===== config.mk =====
export PLATFORM = sky130hd
export DESIGN_NAME = nv_trim_store
export DESIGN_NICKNAME = d
export VERILOG_FILES = /design/src/rtl/nvts_pkg.sv /design/src/rtl/nvts_ctrl.sv /design/src/rtl/nvts_data.sv /design/src/rtl/nvts_tapdec.sv /design/src/rtl/nv_trim_store.sv
export SDC_FILE = /design/constraint.sdc
export NUM_CORES = 1
export LEC_CHECK = 0
export BUFFER_PORTS_ARGS = -buffer_cell sky130_fd_sc_hd__buf_2
export CORE_MARGIN = 1.5
export CORE_UTILIZATION = 30
export CTS_CLUSTER_SIZE = 40
export DETAILED_ROUTE_END_ITERATION = 12
export SYNTH_ARGS = -nofsm -noshare
export SYNTH_HDL_FRONTEND = slang
export SYNTH_SLANG_ARGS = --single-unit

===== constraint.sdc =====
create_clock -name clk -period 5.5 [get_ports clk]
set_input_delay 0.55 -clock clk [delete_from_list [all_inputs] [get_ports clk]]
set_output_delay 0.55 -clock clk [all_outputs]
set_load 0.005 [all_outputs]

===== src/rtl/nvts_pkg.sv =====
package nvts_pkg;
  typedef enum logic [1:0] {
    ST_OFF    = 2'd0,
    ST_RECALL = 2'd1,
    ST_IDLE   = 2'd2,
    ST_COMMIT = 2'd3
  } nvState_t;

  // strobes from control to datapath, one per datapath action
  typedef struct packed {
    logic stage;     // capture select and data of an enabled request
    logic commit;    // commit cycle ends: write store and live copy
    logic recall;    // recall ends: copy store into live registers
    logic forceMid;  // supply lost: park wiper at midpoint
  } nvStrobe_t;
endpackage


===== src/rtl/nvts_ctrl.sv =====
module nvts_ctrl
  import nvts_pkg::*;
#(
  parameter int RECALL_CYC = 50000,
  parameter int COMMIT_CYC = 500000
) (
  input  logic      clk,
  input  logic      rstN,
  input  logic      pwrGood,
  input  logic      wrReq,
  input  logic      wrEnLatch,
  input  logic      stopValid,
  output nvStrobe_t strobe,
  output logic      busy,
  output logic      dropErr
);
  localparam int MAX_CYC = (RECALL_CYC > COMMIT_CYC) ? RECALL_CYC : COMMIT_CYC;
  localparam int CNT_W   = $clog2(MAX_CYC + 1);
  localparam logic [CNT_W-1:0] RECALL_LAST = CNT_W'(RECALL_CYC - 1);
  localparam logic [CNT_W-1:0] COMMIT_LAST = CNT_W'(COMMIT_CYC - 1);

  nvState_t         state;
  logic [CNT_W-1:0] cnt;
  logic             pend;
  logic             startCommit;

  assign busy        = (state != ST_IDLE);
  assign startCommit = pwrGood && (state == ST_IDLE) && stopValid && pend;

  always_comb begin
    strobe          = '0;
    strobe.forceMid = !pwrGood;
    strobe.recall   = pwrGood && (state == ST_RECALL) && (cnt == RECALL_LAST);
    strobe.commit   = pwrGood && (state == ST_COMMIT) && (cnt == COMMIT_LAST);
    strobe.stage    = pwrGood && (state == ST_IDLE) && wrReq && wrEnLatch && !startCommit;
  end

  always_ff @(posedge clk or negedge rstN) begin
    if (!rstN) begin
      state   <= ST_OFF;
      cnt     <= '0;
      pend    <= 1'b0;
      dropErr <= 1'b0;
    end else begin
      dropErr <= wrReq && busy;
      if (!pwrGood) begin
        state <= ST_OFF;
        cnt   <= '0;
        pend  <= 1'b0;
      end else begin
        unique case (state)
          ST_OFF: begin
            state <= ST_RECALL;
            cnt   <= '0;
          end
          ST_RECALL: begin
            if (cnt == RECALL_LAST) state <= ST_IDLE;
            else                    cnt   <= cnt + 1'b1;
          end
          ST_IDLE: begin
            if (startCommit) begin
              state <= ST_COMMIT;
              cnt   <= '0;
              pend  <= 1'b0;
            end else if (strobe.stage) begin
              pend  <= 1'b1;
            end
          end
          ST_COMMIT: begin
            if (cnt == COMMIT_LAST) state <= ST_IDLE;
            else                    cnt   <= cnt + 1'b1;
          end
          default: state <= ST_OFF;
        endcase
      end
    end
  end
endmodule


===== src/rtl/nvts_data.sv =====
module nvts_data
  import nvts_pkg::*;
#(
  parameter int              CODE_W     = 8,
  parameter int              NUM_LOC    = 2,
  parameter logic [CODE_W-1:0] WIPER_INIT = 8'h80,
  parameter logic [CODE_W-1:0] GP_INIT    = 8'h00
) (
  input  logic                       clk,
  input  logic                       rstN,
  input  nvStrobe_t                  strobe,
  input  logic [$clog2(NUM_LOC)-1:0] wrSel,
  input  logic [CODE_W-1:0]          wrData,
  output logic [CODE_W-1:0]          wiperCode,
  output logic [CODE_W-1:0]          gpByte
);
  localparam int SEL_W = $clog2(NUM_LOC);
  localparam logic [CODE_W-1:0] MID_CODE = CODE_W'(1) << (CODE_W - 1);

  logic [CODE_W-1:0] store [NUM_LOC];
  logic [CODE_W-1:0] live  [NUM_LOC];
  logic [SEL_W-1:0]  stageSel;
  logic [CODE_W-1:0] stageData;

  function automatic logic [CODE_W-1:0] factoryVal(input int idx);
    return (idx == 0) ? WIPER_INIT : GP_INIT;
  endfunction

  always_ff @(posedge clk or negedge rstN) begin
    if (!rstN) begin
      stageSel  <= '0;
      stageData <= '0;
      for (int i = 0; i < NUM_LOC; i++) begin
        store[i] <= factoryVal(i);
        live[i]  <= (i == 0) ? MID_CODE : '0;
      end
    end else begin
      if (strobe.stage) begin
        stageSel  <= wrSel;
        stageData <= wrData;
      end
      for (int i = 0; i < NUM_LOC; i++) begin
        if (strobe.forceMid) begin
          if (i == 0) live[i] <= MID_CODE;
        end else if (strobe.recall) begin
          live[i] <= store[i];
        end else if (strobe.commit && (stageSel == SEL_W'(i))) begin
          store[i] <= stageData;
          live[i]  <= stageData;
        end
      end
    end
  end

  assign wiperCode = live[0];
  assign gpByte    = live[1];
endmodule


===== src/rtl/nvts_tapdec.sv =====
module nvts_tapdec #(
  parameter int CODE_W = 8
) (
  input  logic [CODE_W-1:0]         code,
  output logic [(1 << CODE_W)-1:0]  tapSel
);
  localparam int TAPS = 1 << CODE_W;

  for (genvar t = 0; t < TAPS; t++) begin : gTap
    assign tapSel[t] = (code == CODE_W'(t));
  end
endmodule


===== src/rtl/nv_trim_store.sv =====
module nv_trim_store
  import nvts_pkg::*;
#(
  parameter int         RECALL_CYC = 50000,
  parameter int         COMMIT_CYC = 500000,
  parameter logic [7:0] WIPER_INIT = 8'h80,
  parameter logic [7:0] GP_INIT    = 8'h00
) (
  input  logic         clk,
  input  logic         rstN,
  input  logic         pwrGood,
  input  logic         wrReq,
  input  logic         wrSel,
  input  logic [7:0]   wrData,
  input  logic         wrEnLatch,
  input  logic         stopValid,
  output logic         busy,
  output logic         dropErr,
  output logic [7:0]   wiperCode,
  output logic [7:0]   gpByte,
  output logic [255:0] tapSel
);
  nvStrobe_t strobe;

  nvts_ctrl #(
    .RECALL_CYC(RECALL_CYC),
    .COMMIT_CYC(COMMIT_CYC)
  ) uCtrl (
    .clk(clk), .rstN(rstN), .pwrGood(pwrGood), .wrReq(wrReq),
    .wrEnLatch(wrEnLatch), .stopValid(stopValid),
    .strobe(strobe), .busy(busy), .dropErr(dropErr)
  );

  nvts_data #(
    .CODE_W(8), .NUM_LOC(2),
    .WIPER_INIT(WIPER_INIT), .GP_INIT(GP_INIT)
  ) uData (
    .clk(clk), .rstN(rstN), .strobe(strobe), .wrSel(wrSel), .wrData(wrData),
    .wiperCode(wiperCode), .gpByte(gpByte)
  );

  nvts_tapdec #(.CODE_W(8)) uTap (
    .code(wiperCode), .tapSel(tapSel)
  );
endmodule


Word-level counts from Yosys, hierarchy flattened

Cells that the tools add are included.

Multiplexer cells: 19
Add/sub/neg operators: 1
$mul: 0
Reduce and logical (&&, ||, !) cells: 23
Bitwise logic cells: 2
Magnitude comparators: 0
Shifts and indexed selects: 0
Equality and inequality tests: 269
Div/mod/pow operators: 0

Operators by type and width:

| kind                  | number |
|---|---|
| $eq 8x8->1 const B    | 128 |
| $eq 8x7->1 const B    | 64 |
| $eq 8x6->1 const B    | 32 |
| $eq 8x5->1 const B    | 16 |
| $mux 19               | 4 |
| $pmux 19 s4           | 1 |
| $eq 8x4->1 const B    | 8 |
| $mux 8                | 5 |
| $eq 8x3->1 const B    | 4 |
| $add 19x1->19 const B | 1 |
| $eq 19x16->1 const B  | 1 |
| $eq 19x19->1 const B  | 1 |
| $eq 8x2->1 const B    | 2 |
| $logic_and 1x1->1     | 13 |
| $ne 3x3->1 const B    | 4 |
| $reduce_and 3->1      | 4 |
| $eq 8x1->1 const B    | 1 |
| $logic_not 8->1       | 1 |
| $mux 2                | 4 |
| $pmux 2 s4            | 1 |
| $ne 3x1->1 const B    | 2 |
| $eq 2x2->1 const B    | 2 |
| $mux 1                | 4 |
| $reduce_and 2->1      | 2 |
| other kinds (8)       | 9 |

Bits in latches: 0
Memory bits (writable): 0
Output and inout port bits: 274
Input port bits: 15
Memories: 0
Register bits after elaboration: 64
ROM bits: 0

Longest topological paths before layout

Word-level depth: 10
Mapped depth: 8
Gate-level depth less buffers: 6

Modules after synthesis

A second synthesis with hierarchy kept.

Cells, all modules: 628
Area, all modules: 4,902.2 um^2

Modules (own cells, without submodules):

| module      | cells an instance | times used | sequential area each (um^2) | area each (um^2) |
|---|---|---|---|---|
| nvts_data   | 120               | 1          | 1,028.5                     | 1,786.7 |
| nvts_tapdec | 350               | 1          | 0.0                         | 1,754.2 |
| nvts_ctrl   | 158               | 1          | 575.6                       | 1,361.3 |

Worst setup path before layout

OpenSTA, ideal clock, no wires.

Kind: input port to flip-flop
Start: in pwrGood
End: reg uData.store[12] in the netlist's numbering
Arrival: 1,897 ps
Required time: 5,375 ps
Setup time: 125 ps
Setup slack: 3,478 ps
Cell stages on the path: 6
Cell sequence: and2_1 > buf_2 > nand4_1 > nor3_4 > buf_6 > mux2_2

Longest elaborated chain between the ends: 4
Elaborated cells on any way between the ends: 7
Those cells by class: bitwise: 1; reduce/logical: 6

RTL lines:

| item                                                  | RTL line                         | RTL |
|---|---|---|
| from (decl)                                           | nv_trim_store.sv:11              | `input logic pwrGood,` |
| $logic_and 1x1->1 (on tied branches) (2 in series)    | nvts_ctrl.sv:34, nvts_ctrl.sv:33 |  |
| $logic_and 1x1->1 / $not 1->1 (equally long branches) | -                                |  |
| $reduce_and 3->1 (no source line) (*)                 | -                                |  |
| to (signal, indexed assignment)                       | nvts_data.sv:34                  | `store[i] <= factoryVal(i);` |
| to (signal, indexed assignment)                       | nvts_data.sv:48                  | `store[i] <= stageData;` |
| to (decl)                                             | nvts_data.sv:20                  | `logic [CODE_W-1:0] store [NUM_LOC];` |

Every way passes the cells marked *; elsewhere a longest branch is shown, timed or not.
A chain may end at the register's enable or synchronous reset.

Final worst setup path

Start: reg uData.live (netlist bit uData.wiperCode[6])
End: out tapSel[127]

Longest elaborated chain between the ends: 1

RTL lines:

| item                              | RTL line            | RTL |
|---|---|---|
| from (decl)                       | nvts_data.sv:21     | `logic [CODE_W-1:0] live [NUM_LOC];` |
| from (signal, indexed assignment) | nvts_data.sv:35     | `live[i] <= (i == 0) ? MID_CODE : '0;` |
| from (signal, indexed assignment) | nvts_data.sv:46     | `live[i] <= store[i];` |
| from (signal, indexed assignment) | nvts_data.sv:49     | `live[i] <= stageData;` |
| $eq 8x7->1                        | nvts_tapdec.sv:10   | `assign tapSel[t] = (code == CODE_W'(t));` |
| to (decl)                         | nv_trim_store.sv:21 | `output logic [255:0] tapSel` |

Every way passes these cells.

==> impl_metrics.tcl <==
set metrics [dict create \
    pwr-share-clk 0.531 \
    power_density_nw_per_um2 173.4 \
    worstSetupPathType "reg2out" \
    cts_root_buf "clkbuf_16" \
    switchingPower_w 0.0002343 \
    gr-usage-all-layers 0.2194 \
    synth_nets 637 \
    pin_count 289 \
    max_slew.worst_pin.slew_ps 893.9 \
    yosys_most_used_dff "dfrtp_1" \
    hold_class "in2async" \
    drtAntennaViolNets 0 \
    worst_slew_margin_rel 0.4024 \
    sequential_share_of_the_synthesized_area 0.3668 \
    wire_per_inst_um 17.22 \
    htreeDepth 3 \
    holdBufCountCts 0 \
    async_flop_share 1.000 \
    synth.cell_area_um2 4373 \
    timing.setup.tns_ps 0 \
    antennaDiodeCount 0 \
    ys_seq_elements 64 \
    post_synth_main_area_contributors "dfrtp_1 35%, nor2_1 24%, mux2_2 5.7%" \
    synthesis.area_per_instance_um2 7.042 \
    period_share 0.5392 \
    row_count 43 \
    maximum_achievable_frequency_mhz 337.2 \
    final_report_hold_violation_count 0 \
    internal_power_of_the_cells_w 0.0008299 \
    setup_skew_after_layout_ps 7.142 \
    clock_sinks 64 \
    rsz_0062_raised_after_global_routing "no" \
    initial_standard_cell_utilization_of_the_core 0.3114 \
    maxSlewViolCount 0 \
    numCtsBuffers 9 \
    report.final.setup_viol 0 \
    netlist_instances 621 \
    cts_tree "yes" \
    power_frac_seq 0.445 \
    die_h_um 123.7 \
    yosys.area.top_type_share 0.3548 \
    synth_enable_flop_cells 0 \
    worstSkewPairLatency_ps 330 \
    cts-root-to-sink-buffers 2 \
    grt_pass1_vias 4265 \
    totalWireLength_mm 18.28 \
    first_iter_violations 394 \
    finalNetCount 892 \
    finalHoldWorstSlack_ps 385.1 \
    outcome "finished clean" \
    cts_repair_resize_count 0 \
    place.detailed.hpwl_mm 13.40 \
    maxCapViolations 0 \
    final.min_clock_period_ps 2966 \
    first_pass_iters 5 \
    remaining_drc_errors 0 \
    crit_required_ps 4950 \
    synthMostInstantiatedCell "nor2_1" \
    p_sw_frac 0.2202 \
    grt_pass1_wl_mm 25.43 \
    part_of_the_total_power_dissipated_in_combinational_logic 0.024 \
    vdd.ir_drop.worst_uv 204.8 \
    core-area_um2 14040 \
    critical_path_peak_fanout 16 \
    synth.cells.most_frequent "276 x nor2_1, 62 x dfrtp_1, 44 x nand2_1" \
    critical_path_arrival_ps 2420 \
    gp_congestion 0.8510 \
    synth_warnings 0 \
    synth_top_cell_by_area "dfrtp_1" \
    synthDistinctLibCells 49 \
    capturing_element_type_of_the_critical_path "output pin" \
    worst_setup_hold_path_clk_slew_ps 60 \
    cts_setup_buffers 0 \
    grt_start_max_net_pins 65 \
    via_per_inst 5.037 \
    number_of_antenna_violations_at_the_first_check_in_global_routing 0 \
    placement.io_buffers 288 \
    die_area_um2 15310 \
    grt_remaining_overflow 0 \
    via_count 5344 \
    crit_path_start_kind "flip-flop" \
    static-leakage-power_nw 3.330 \
    syn2layout_area_growth_pct 40.31 \
    die_w_um 123.7 \
    post_route_cells_drive_above_1_share 0.3859 \
]
[through the flow]
step	setup slack, ps	std cells	cell area [µm²]	utilization	total power, W
floorplan	3478	621	4373	-	0.0004907
global placement	2779	1045	5838	0.4158	0.0005086
detailed placement	2733	1045	5838	0.4158	0.0005087
CTS	2581	1061	6136	0.4370	0.001072
global route	2357	1061	6136	0.4370	0.001099
finish	2534	1061	6136	0.4370	0.001064
[state kept, by name, indices dropped and copies added (netlist names)]
signal / flops
uCtrl.cnt: 19
uData.store: 16
uData.gpByte: 8
uData.stageData: 8
uData.wiperCode: 8
uCtrl.state: 2
uCtrl.dropErr: 1
uCtrl.pend: 1
uData.stageSel: 1
[cell type report]
type | count | area (µm²)
inverter | 6 | 22.52
multi-input combinational | 506 | 2537
sequential | 64 | 1604
fill | 1489 | 7906
clock buffer | 9 | 225.2
clock inverter | 7 | 72.57
tap | 180 | 225.2
timing repair buffer | 289 | 1449
[layer usage]
layer	share of wire	global-route usage
met4	0.017	0.06106
met3	0.064	0.03388
met5	0	0
met2	0.48	0.3608
met1	0.44	0.2993
[placed cells by master, fill, tap and decap left out, types with 8 or more instances in the layout]
cell | netlist | layout
nor2b_1 | 10 | 10
mux2i_1 | 8 | 8
clkbuf_16 | 0 | 9
nand2_1 | 44 | 44
o21ai_0 | 31 | 31
nor2_1 | 276 | 276
dfrtp_1 | 62 | 62
a21oi_1 | 20 | 20
a31oi_1 | 11 | 11
mux2_2 | 22 | 22
buf_2 | 5 | 288
nand4_1 | 8 | 8
nand3_1 | 22 | 22
[cell families (layout without fill, tap and decap cells)]
logic type | count (synthesis) | after routing | share of synthesized area
flip-flops | 64 | 64 | 0.3668
adder cells (fa/ha/maj) | 1 | 1 | 0.002861
AO/OA/AOI/OAI | 83 | 83 | 0.1130
XOR/XNOR | 2 | 2 | 0.004006
multiplexers | 32 | 32 | 0.08183
buffers and inverters | 51 | 311 | 0.05293
AND/OR/NAND/NOR | 388 | 388 | 0.3785
[critical path: stages, from the launching register on]
cell and delay (ps):
dfrtp_1 500, nor2b_1 270, nand3_1 630, nor2_1 500, buf_2 190
[power by group through the flow]
stage | clock (W) | combinational (W) | sequential [W]
2_1_floorplan | 0 | 0.00000863 | 0.000482
3_3_place_gp | 0 | 0.0000264 | 0.000482
3_5_place_dp | 0 | 0.0000265 | 0.000482
4_1_cts | 0.000571 | 0.0000263 | 0.000474
5_1_grt | 0.000595 | 0.0000300 | 0.000474
6_report | 0.000565 | 0.0000254 | 0.000474
[path summary, 6_finish.rpt]
kind | start | endpoint | slack [ps] | depth (start not counted)
min in group clk | wrSel | uData.stageSel | 430 | 3
max | uData.wiperCode[6] | tapSel[127] | 2530 | 4
min reg2reg | uData.store[9] | uData.store[9] | 500 | 1
min | rstN | uCtrl.cnt[12] | 390 | 2
max in group asynchronous | rstN | uCtrl.cnt[6] | 4570 | 2
max reg2reg | uCtrl.cnt[5] | uData.store[14] | 3030 | 4
Power figures use the tool's default switching activity.
